[src/rtl/pfs_pkg.sv]
package pfs_pkg;
  typedef enum logic [1:0] {ST_IDLE, ST_RUN, ST_LATCHED} sup_state_e;

  localparam logic [3:0] ADDR_UV_REG = 4'd12;
  localparam logic [3:0] ADDR_OV_REG = 4'd13;

  // bit i = channel i+1
  localparam logic [7:0] UV_WATCH   = 8'b1010_1110; // ch2,3,4,6,8
  localparam logic [7:0] OV_WATCH   = 8'b0110_1110; // ch2,3,4,6,7
  localparam logic [7:0] UV_GLOBAL  = 8'b1010_0110; // ch2,3,6,8
  localparam logic [7:0] OV_GLOBAL  = 8'b0010_0110; // ch2,3,6
  localparam logic [7:0] OV_REG_BITS = 8'b0110_0110;
  localparam int         PAIR_IDX   = 3;             // channel 4
  localparam int         SOLO_IDX   = 6;             // channel 7

  localparam logic [1:0] SEL_NOW  = 2'd0;
  localparam logic [1:0] SEL_SHORT = 2'd1;
  localparam logic [1:0] SEL_LONG = 2'd2;
  localparam logic [1:0] SEL_OFF  = 2'd3;
endpackage

[src/rtl/pfs_tick_gen.sv]
module pfs_tick_gen #(
  parameter int TICK_DIV = 5000
) (
  input  logic clk,
  input  logic rst,
  output logic tick_o
);
  localparam int PW = (TICK_DIV > 2) ? $clog2(TICK_DIV) : 1;
  localparam logic [PW-1:0] LAST = PW'(TICK_DIV - 1);

  logic [PW-1:0] div_q;

  always_ff @(posedge clk) begin
    if (rst) begin
      div_q  <= '0;
      tick_o <= 1'b0;
    end else if (div_q == LAST) begin
      div_q  <= '0;
      tick_o <= 1'b1;
    end else begin
      div_q  <= div_q + 1'b1;
      tick_o <= 1'b0;
    end
  end
endmodule

[src/rtl/pfs_qualifier.sv]
module pfs_qualifier
  import pfs_pkg::*;
#(
  parameter int LIM_SHORT = 12,
  parameter int LIM_LONG  = 33
) (
  input  logic       clk,
  input  logic       rst,
  input  logic       tick_i,
  input  logic [1:0] sel_i,
  input  logic       level_i,
  output logic       hit_o
);
  localparam int CW = $clog2(LIM_LONG + 1);
  localparam logic [CW-1:0] CAP   = CW'(LIM_LONG);
  localparam logic [CW-1:0] SHORT = CW'(LIM_SHORT);

  logic [CW-1:0] cnt_q;

  always_ff @(posedge clk) begin
    if (rst || !level_i) cnt_q <= '0;
    else if (tick_i && cnt_q < CAP) cnt_q <= cnt_q + 1'b1;
  end

  always_comb begin
    unique case (sel_i)
      SEL_NOW:   hit_o = level_i;
      SEL_SHORT: hit_o = level_i && (cnt_q >= SHORT);
      SEL_LONG:  hit_o = level_i && (cnt_q >= CAP);
      default:   hit_o = 1'b0;
    endcase
  end

  // a disabled selection never confirms a fault
  p_disabled_silent_r3: assert property (@(posedge clk) disable iff (rst)
    (sel_i == SEL_OFF) |-> !hit_o);
  // a timed selection cannot confirm in the first cycle of a level
  p_no_early_r3: assert property (@(posedge clk) disable iff (rst)
    (sel_i != SEL_NOW && level_i && !$past(level_i)) |-> !hit_o);
endmodule

[src/rtl/pfs_status_regs.sv]
module pfs_status_regs
  import pfs_pkg::*;
(
  input  logic       clk,
  input  logic       rst,
  input  logic [7:0] uv_set_i,
  input  logic [7:0] ov_set_i,
  input  logic       rd_stb_i,
  input  logic [3:0] rd_addr_i,
  output logic [7:0] rd_data_o
);
  logic [7:0] uv_q, ov_q;
  logic       rd_uv, rd_ov;

  assign rd_uv = rd_stb_i && (rd_addr_i == ADDR_UV_REG);
  assign rd_ov = rd_stb_i && (rd_addr_i == ADDR_OV_REG);

  always_ff @(posedge clk) begin
    if (rst) begin
      uv_q      <= '0;
      ov_q      <= '0;
      rd_data_o <= '0;
    end else begin
      uv_q <= (rd_uv ? 8'h00 : uv_q) | uv_set_i;
      ov_q <= (rd_ov ? 8'h00 : ov_q) | ov_set_i;
      if (rd_stb_i)
        rd_data_o <= rd_uv ? uv_q : (rd_ov ? ov_q : 8'h00);
    end
  end

  // a flag set in any cycle is present in the next one
  p_set_wins_r11: assert property (@(posedge clk) disable iff (rst)
    (|ov_set_i) |=> ((ov_q & $past(ov_set_i)) == $past(ov_set_i)));
  // a read with no new fault empties the register
  p_clear_r10: assert property (@(posedge clk) disable iff (rst)
    (rd_uv && uv_set_i == 8'h00) |=> (uv_q == 8'h00));
endmodule

[src/rtl/pwr_fault_supervisor.sv]
module pwr_fault_supervisor
  import pfs_pkg::*;
#(
  parameter int TICK_DIV     = 5000,
  parameter int UV_DLY_SHORT = 780,
  parameter int UV_DLY_LONG  = 2000,
  parameter int OV_DLY_SHORT = 12,
  parameter int OV_DLY_LONG  = 33
) (
  input  logic       clk,
  input  logic       rst,
  input  logic [1:0] cfg_uv_dly_i,
  input  logic [1:0] cfg_ov_dly_i,
  input  logic       en_pin_i,
  input  logic [7:0] uv_cmp_i,
  input  logic [7:0] ov_cmp_i,
  input  logic       rd_stb_i,
  input  logic [3:0] rd_addr_i,
  output logic [7:0] rd_data_o,
  output logic [7:0] ch_en_o
);
  localparam int NCH = 8;

  logic [1:0]     uv_sel_q, ov_sel_q;
  logic           tick;
  logic [NCH-1:0] uv_hit, ov_hit, off_mask_q;
  logic           en_q, glob_fault, pair_fault, solo_fault;
  sup_state_e     state_q;
  logic           unused_cmp;

  always_ff @(posedge clk) begin
    if (rst) begin
      uv_sel_q <= cfg_uv_dly_i;
      ov_sel_q <= cfg_ov_dly_i;
    end
  end

  pfs_tick_gen #(.TICK_DIV(TICK_DIV)) u_tick (.clk(clk), .rst(rst), .tick_o(tick));

  for (genvar i = 0; i < NCH; i++) begin : g_ch
    if (UV_WATCH[i]) begin : g_uv
      pfs_qualifier #(
        .LIM_SHORT((i == PAIR_IDX) ? OV_DLY_SHORT : UV_DLY_SHORT),
        .LIM_LONG ((i == PAIR_IDX) ? OV_DLY_LONG  : UV_DLY_LONG)
      ) u_q (
        .clk(clk), .rst(rst), .tick_i(tick),
        .sel_i((i == PAIR_IDX) ? ov_sel_q : uv_sel_q),
        .level_i(uv_cmp_i[i] & ch_en_o[i]), .hit_o(uv_hit[i])
      );
    end else begin : g_uv_none
      assign uv_hit[i] = 1'b0;
    end
    if (OV_WATCH[i]) begin : g_ov
      pfs_qualifier #(.LIM_SHORT(OV_DLY_SHORT), .LIM_LONG(OV_DLY_LONG)) u_q (
        .clk(clk), .rst(rst), .tick_i(tick), .sel_i(ov_sel_q),
        .level_i(ov_cmp_i[i] & ch_en_o[i]), .hit_o(ov_hit[i])
      );
    end else begin : g_ov_none
      assign ov_hit[i] = 1'b0;
    end
  end

  assign unused_cmp = ^{uv_cmp_i & ~UV_WATCH, ov_cmp_i & ~OV_WATCH};

  assign glob_fault = |(uv_hit & UV_GLOBAL) || |(ov_hit & OV_GLOBAL);
  assign pair_fault = uv_hit[PAIR_IDX] || ov_hit[PAIR_IDX];
  assign solo_fault = ov_hit[SOLO_IDX];

  pfs_status_regs u_regs (
    .clk(clk), .rst(rst),
    .uv_set_i(uv_hit | ({{(NCH-1){1'b0}}, pair_fault} << PAIR_IDX)),
    .ov_set_i(ov_hit & OV_REG_BITS),
    .rd_stb_i(rd_stb_i), .rd_addr_i(rd_addr_i), .rd_data_o(rd_data_o)
  );

  always_ff @(posedge clk) begin
    if (rst) begin
      state_q    <= ST_IDLE;
      en_q       <= 1'b0;
      off_mask_q <= '0;
    end else begin
      en_q <= en_pin_i;
      unique case (state_q)
        ST_IDLE: if (en_pin_i && !en_q) begin
          state_q    <= ST_RUN;
          off_mask_q <= '0;
        end
        ST_RUN: begin
          if (!en_pin_i)       state_q <= ST_IDLE;
          else if (glob_fault) state_q <= ST_LATCHED;
          if (pair_fault) off_mask_q[PAIR_IDX+1 -: 2] <= 2'b11;
          if (solo_fault) off_mask_q[SOLO_IDX] <= 1'b1;
        end
        default: if (!en_pin_i) state_q <= ST_IDLE;
      endcase
    end
  end

  assign ch_en_o = (state_q == ST_RUN) ? ~off_mask_q : '0;

  // a global fault darkens every channel on the next cycle
  p_global_off_r5: assert property (@(posedge clk) disable iff (rst)
    (state_q == ST_RUN && en_pin_i && glob_fault) |=> (ch_en_o == '0));
  // while latched and enable stays high, nothing returns
  p_hold_latch_r6: assert property (@(posedge clk) disable iff (rst)
    (state_q == ST_LATCHED && en_pin_i) |=> (ch_en_o == '0));
  // a channel 4 fault drops channels 4 and 5 and keeps channel 1
  p_pair_off_r7: assert property (@(posedge clk) disable iff (rst)
    (state_q == ST_RUN && en_pin_i && !glob_fault && pair_fault)
      |=> (ch_en_o[4:3] == 2'b00 && ch_en_o[0]));
  // a channel 7 overvoltage drops only channel 7 of its neighbours
  p_solo_off_r8: assert property (@(posedge clk) disable iff (rst)
    (state_q == ST_RUN && en_pin_i && !glob_fault && solo_fault && !$past(off_mask_q[5]))
      |=> (!ch_en_o[6] && ch_en_o[0]));
endmodule

[config.mk]
export PLATFORM = sky130hd
export DESIGN_NAME = pwr_fault_supervisor
export DESIGN_NICKNAME = d
export VERILOG_FILES = /design/src/rtl/pfs_pkg.sv /design/src/rtl/pfs_tick_gen.sv /design/src/rtl/pfs_qualifier.sv /design/src/rtl/pfs_status_regs.sv /design/src/rtl/pwr_fault_supervisor.sv
export SDC_FILE = /design/constraint.sdc
export NUM_CORES = 1
export LEC_CHECK = 0
export BUFFER_PORTS_ARGS = -buffer_cell sky130_fd_sc_hd__buf_4
export CAP_MARGIN = 20
export CORE_MARGIN = 3
export CORE_UTILIZATION = 30
export CTS_BUF_LIST = sky130_fd_sc_hd__clkbuf_4 sky130_fd_sc_hd__clkbuf_8 sky130_fd_sc_hd__clkbuf_16
export CTS_CLUSTER_DIAMETER = 30
export CTS_CLUSTER_SIZE = 14
export DETAILED_ROUTE_END_ITERATION = 10
export GPL_TIMING_DRIVEN = 0
export PLACE_DENSITY_LB_ADDON = 0.1
export SLEW_MARGIN = 0
export SYNTH_ARGS = -nofsm -noshare
export SYNTH_HDL_FRONTEND = slang
export SYNTH_SLANG_ARGS = --single-unit
[constraint.sdc]
create_clock -name clk -period 2.8 [get_ports clk]
set_clock_uncertainty 0.1 [all_clocks]
set_input_delay 0.28 -clock clk [delete_from_list [all_inputs] [get_ports clk]]
set_output_delay 0.28 -clock clk [all_outputs]
set_load 0.01 [all_outputs]
; Word level (Yosys, flattened, before mapping)
; Index checks and enable logic that the tools add are counted.
[word_totals]
ff_bits = 128
latch_bits = 0
ram_bits = 0
romBits = 0
inputBits = 28
out_inout_bits = 16
word_cells = 181
mem_count = 0
[op_classes]
add_sub_neg = 11
multipliers = 0
n_div = 0
order_cmp = 30
eq_ne = 13
shift = 0
n_mux = 26
n_bitwise = 14
n_reduce_logical = 66
[ops]
columns = cell, count
row1 = adder 11 x 1 -> 11 bit (second input constant), 4
row2 = >= comparator 11 x 10 -> 1 bit (second input constant), 4
row3 = >= comparator 11 bit (second input constant), 4
row4 = less-than comparator 11 bit (second input constant), 4
row5 = 2-to-1 mux 8 bit, 5
row6 = adder 6 x 1 -> 6 bit (second input constant), 6
row7 = >= comparator 6 x 4 -> 1 bit (second input constant), 6
row8 = >= comparator 6 bit (second input constant), 6
row9 = less-than comparator 6 bit (second input constant), 6
row10 = logical AND 1 bit, 33
row11 = one-hot mux 1 bit (3 select lines), 10
row12 = adder 13 x 1 -> 13 bit (second input constant), 1
row13 = equality test 13 bit (second input constant), 1
row14 = logical OR 1 bit, 12
row15 = logical NOT 1 bit, 11
row16 = bitwise AND 1 bit, 10
row17 = 2-to-1 mux 2 bit, 5
row18 = AND reduction 3 bit, 3
row19 = equality test 4 bit (second input constant), 2
row20 = NOT 7 -> 8 bit, 1
row21 = OR 8 x 4 -> 8 bit, 1
row22 = OR 8 x 7 -> 8 bit, 1
row23 = OR 8 bit, 1
row24 = one-hot mux 2 bit (2 select lines), 2
row25 = other kinds (14), 21

; Logic depth before layout (Yosys ltp)
[logic_depth]
ltp_word = 10
mapped_depth = 8
mapped_depth_nobuf = 8

; Modules after synthesis
; Synthesis repeated with hierarchy kept, for this count alone.
[unflattened]
cells_unflattened = 834
area_unflattened_um2 = 7519.7
[modules_own_cells]
columns = mod, n_inst, cells_each, area_per_inst_um2, seq_area_each_um2
row1 = pfs_qualifier at g_ch[1].g_uv.u_q ..., 4, 79, 728.2, 220.2
row2 = pfs_qualifier at g_ch[1].g_ov.u_q ..., 6, 50, 429.2, 120.1
row3 = pfs_status_regs, 1, 108, 1007.2, 480.5
row4 = pfs_tick_gen, 1, 66, 589.3, 280.3
row5 = pwr_fault_supervisor, 1, 44, 435.4, 220.2

; Worst setup path before layout
; Ideal clock, no wire load.
[synth_timing]
path_type = flip-flop to flip-flop
start = reg g_ch[2].g_ov.u_q.cnt_q[0]
end = reg state_q[1]
setup_time_ns = 0.122
arrival_ns = 1.987
t_required_ns = 2.578
slack_ns = 0.591
stages_incl_launch_ff = 9
path_buffers = 0
synth_period_minus_slack_ns = 2.209
cell_sequence = dfxtp_1 -> inv_1 -> ha_1 -> or4b_1 -> or3_1 -> nand4_1 -> and3_1 -> nand4_1 -> o311a_1
[synth_between]
elab_chain_len = 7
word_cells_on_any_way = 9
cone_classes = 2 x order compare / 1 x eq/ne / 1 x mux / 5 x reduce/logical
[synth_lines]
columns = element, line
row1 = from (decl), pfs_qualifier.sv:18  ; logic [CW-1:0] cnt_q;
row2 = from (signal assigned), pfs_qualifier.sv:22  ; else if (tick_i && cnt_q < CAP) cnt_q <= cnt_q + 1'b1;
row3 = >= comparator 6 bit / >= comparator 6 x 4 -> 1 bit (equally long branches), "pfs_qualifier.sv:29, pfs_qualifier.sv:28"
row4 = logical AND 1 bit (on tied branches), "pfs_qualifier.sv:29, pfs_qualifier.sv:28"
row5 = one-hot mux 1 bit (3 select lines) *, pfs_qualifier.sv:26  ; unique case (sel_i)
row6 = OR reduction 3 bit *, pwr_fault_supervisor.sv:65  ; assign glob_fault = |(uv_hit & UV_GLOBAL) || |(ov_hit & OV_GLOBAL);
row7 = logical OR 1 bit *, pwr_fault_supervisor.sv:65
row8 = != test 3 bit (no source line) *, n/a
row9 = AND reduction 3 bit (no source line) *, n/a
row10 = to (signal assigned), pwr_fault_supervisor.sv:78  ; state_q <= ST_IDLE;
row11 = to (signal assigned), pwr_fault_supervisor.sv:85  ; state_q <= ST_RUN;
row12 = to (signal assigned), pwr_fault_supervisor.sv:89  ; if (!en_pin_i) state_q <= ST_IDLE;
row13 = to (decl), pwr_fault_supervisor.sv:28  ; sup_state_e state_q;
; Every way passes the cells marked *; elsewhere a longest branch is shown, timed or not.
; A chain may end at the register's enable or synchronous reset.

; Worst setup path after layout
[layout_timing]
start = reg uv_sel_q[1]
end = reg state_q[0]
[layout_between]
elab_chain_len = 6
word_cells_on_any_way = 11
cone_classes = 3 x eq/ne / 4 x mux / 4 x reduce/logical
[layout_lines]
columns = element, line
row1 = from (decl), pwr_fault_supervisor.sv:24  ; logic [1:0] uv_sel_q, ov_sel_q;
row2 = from (signal assigned), pwr_fault_supervisor.sv:33  ; uv_sel_q <= cfg_uv_dly_i;
row3 = equality test 2 bit (tied with other cells), pfs_qualifier.sv:26
row4 = one-hot mux 1 bit (3 select lines), pfs_qualifier.sv:26
row5 = OR reduction 4 bit *, pwr_fault_supervisor.sv:65
row6 = logical OR 1 bit *, pwr_fault_supervisor.sv:65
row7 = != test 3 bit (no source line) *, n/a
row8 = AND reduction 3 bit (no source line) *, n/a
; Marked as above.

==> metrics.md <==
| Metric | Value |
|---|---|
| Status | `finished clean` |
| Slew margin rel. | `0.541` |
| Setup crit start | `uv_sel_q[1]` |
| Startpoint types | `flip-flop` |
| Cell area power density | `601 mW/mm²` |
| Worst-margin pin slew | `683 ps` |
| GPL Wtd Cong | `0.742` |
| Vias in the first global route | `4317` |
| Die height | `143 µm` |
| Synth Area in Compound Gates | `0.104` |
| Simple-gate area share of the yosys netlist | `0.249` |
| Post-synth EDFFs | `4` |
| Min-delay src | `uv_cmp_i[2]` |
| Start of the worst register-to-register path | `uv_sel_q[1]` |
| Finished Cell Area | `0.00685 mm²` |
| CP endpoint kind | `flip-flop` |
| First-pass GRT wire length | `21.2 mm` |
| Clk Latency, worst-skew pair | `420 ps` |
| Antenna violations before repair | `0` |
| DRC viols | `0` |
| Commonest register cell after synthesis | `dfxtp_1` |
| Total GRT Usage | `0.130` |
| Total grt overflow | `0` |
| Post-synthesis sequential area ratio | `0.424` |
| Worst setup path category | `reg -> reg` |
| First-pass iteration count of the detailed router | `4` |
| Chip width | `143 µm` |
| Library cells used by synthesis | `51` |
| Part of the cycle the worst path needs | `0.907` |
| Synth top area share | `0.403` |
| DRT iter0 DRCs | `123` |
| Synth warn | `0` |
| Final worst slack | `259 ps` |
| Fraction of layout cells with a size suffix above 1 | `0.118` |
| Critical Path Fanout Max | `4` |
| Tot Pwr | `4.12 mW` |
| Ant. Diodes | `0` |
| Clock-pin slew on the worst setup and hold paths | `50 ps` |
| Clock buffer depth | `2` |
| Final slew viol count | `0` |
| Largest cells by area after synthesis | `dfxtp_1, nor2_1, ha_1` |
| Post-Synth Adder-Cell Area | `0.0795` |
| CTS H-tree lvls | `4` |
| Area leader, netlist | `dfxtp_1` |
| Via count | `4575` |
| Fmax | `394 MHz` |
| Hold/Removal Path Class | `in -> reg` |
| Die area | `0.0206 mm²` |
| Antenna-violating nets left | `0` |
| Min cycle time layout | `2540 ps` |
| Largest net degree at the start of global routing | `17` |
| TritonCTS Sinks | `118` |
| Mux contribution to synthesized area | `0.00177` |
| WL final | `12.6 mm` |
| Final Core Density | `0.375` |
| Synthesized area | `0.00567 mm²` |
| VDD IR max | `0.380 mV` |
| Detailed placement HPWL | `9.13 mm` |
| Final setup viols | `0` |
| Post-synthesis cell count | `669` |
| Required @ worst endpoint | `3030 ps` |
| Ys async rst share | `0` |
| Total Neg Setup Slack | `0 ps` |
| Xor/xnor share of the synthesized area | `0.0989` |
| PortBufs | `34` |
| Placed Area | `0.00621 mm²` |
| Main combinational cell family by area after synthesis | `simple AND/OR/NAND/NOR gates` |
| Worst hold slack | `26.8 ps` |
| Fin cells | `968` |
| Place WS | `81.8 ps` |
| Synth Area per Inst | `8.47 µm²` |
| Row cnt | `49` |
| Root Driver | `clkbuf_16` |
| Final Hold Vio Count | `0` |
| Initial core utilization | `0.310` |
| Vias/cell | `4.73` |
| Core area | `0.0183 mm²` |
| Num CTS Buffers | `17` |
| Routed len/inst | `13.1 µm` |
| Layout area overhead | `20.9%` |
| CTS tree | `done` |
| Nets | `791` |
| Critical path data arrival time | `2780 ps` |
| Synthesis-stage register bit count | `118` |
| Ports | `44` |
| Max cap viols | `0` |
| LEAKAGE | `2.47 nW` |
| RSZ-0062 raised after global routing | `false` |
| Placed cells | `933` |
==> worst max-delay path, cell delays in order, from the launching register on <==
cell and delay, ps:
edfxtp_1 420, inv_1 80, ha_1 230, or2b_2 230
a211oi_1 70, o311ai_1 540, nand2_1 170, or3b_2 470
o21ai_0 150
==> cells in the final DEF, fill, tap and decap left out, types with 3 or more instances in the layout <==
cell / instances
o21bai_1: 3
and4_1: 3
a21boi_1: 6
inv_1: 35
or4b_1: 3
or3_1: 9
o21ai_0: 18
nand4_1: 28
clkinv_2: 6
edfxtp_1: 4
a31oi_1: 7
dlygate4sd3_1: 4
clkbuf_16: 17
dfxtp_1: 114
nand2_1: 56
xnor2_1: 25
nand2b_1: 6
o2111ai_1: 3
xor2_1: 39
a22oi_1: 5
a21oi_1: 34
nor3_1: 12
nor2_1: 131
clkbuf_8: 3
and3_1: 8
or3b_2: 3
clkbuf_1: 11
buf_4: 42
bufinv_16: 3
ha_1: 36
nor4_1: 4
a211oi_1: 6
nand3_1: 20
==> cell usage after synthesis (all sizes together) (3+ instances only) <==
library cell	n
nand2	56
or2b	3
a21oi	34
nor2	131
inv	35
a21boi	7
nand3	20
or4b	5
dfxtp	114
clkbuf	11
nor4	4
or3	11
edfxtp	4
ha	36
o21bai	3
buf	9
nor3	12
o2111ai	3
nand2b	7
or3b	3
xnor2	25
o21ai	18
a22oi	5
a211oi	6
nand4	28
and4	3
xor2	39
a31oi	7
and3	8
==> kinds of logic after synthesis <==
group / after synthesis
AO/OA/AOI/OAI: 95
XOR/XNOR: 64
other: 1
AND/OR/NAND/NOR: 299
buffers and inverters: 55
multiplexers: 1
adder cells (fa/ha/maj): 36
flip-flops: 118
==> metal layers <==
layer	up-vias	global-route usage	part of all wire
li1	2384	-	-
met2	58	0.206	0.46
met5	-	0	0
met3	11	0.0393	0.034
met4	0	0.0520	0.014
met1	2122	0.167	0.49
==> power by group <==
part / switching, mW / leakage (nW) / internal [mW]
clock network: 0.756 / 0.306 / 1.46
logic: 0.104 / 1.21 / 0.0807
registers: 0.00959 / 0.958 / 1.70
==> state kept, by name (all words and copies together), names as in the netlist <==
register             count
ov_sel_q                 2
u_regs.uv_q              5
u_regs.ov_q              4
en_q                     1
g_ch.g_uv.u_q.cnt_q     50
state_q                  2
off_mask_q               2
u_tick.tick_o            1
uv_sel_q                 2
g_ch.g_ov.u_q.cnt_q     30
u_regs.rd_data_o         6
u_tick.div_q            13
==> layout make-up <==
| class | count | area (µm²) |
|---|---|---|
| buffer | 20 | 105 |
| clock buffer | 21 | 474 |
| clock inverter | 10 | 126 |
| fill | 1874 | 11400 |
| inverter | 35 | 131 |
| multi-input combinational | 497 | 3030 |
| sequential | 118 | 2400 |
| tap | 229 | 287 |
| timing repair buffer | 38 | 295 |
==> path summary, 6_finish.rpt <==
path,to,depth (start not counted),slack [ps]
max,state_q[0],8,260
min,g_ch[2].g_uv.u_q.cnt_q[5],3,30
min reg2reg,u_tick.div_q[0],1,350
max reg2reg,state_q[0],8,260
==> repair_timing <==
item	4_1_cts	5_1_grt
endpoints found under the setup margin	0	1
gates resized for setup	0	1
hold buffers	4	0
endpoints found under the hold margin	4	0
setup buffers	0	0
(Power assumes the default switching activity.)
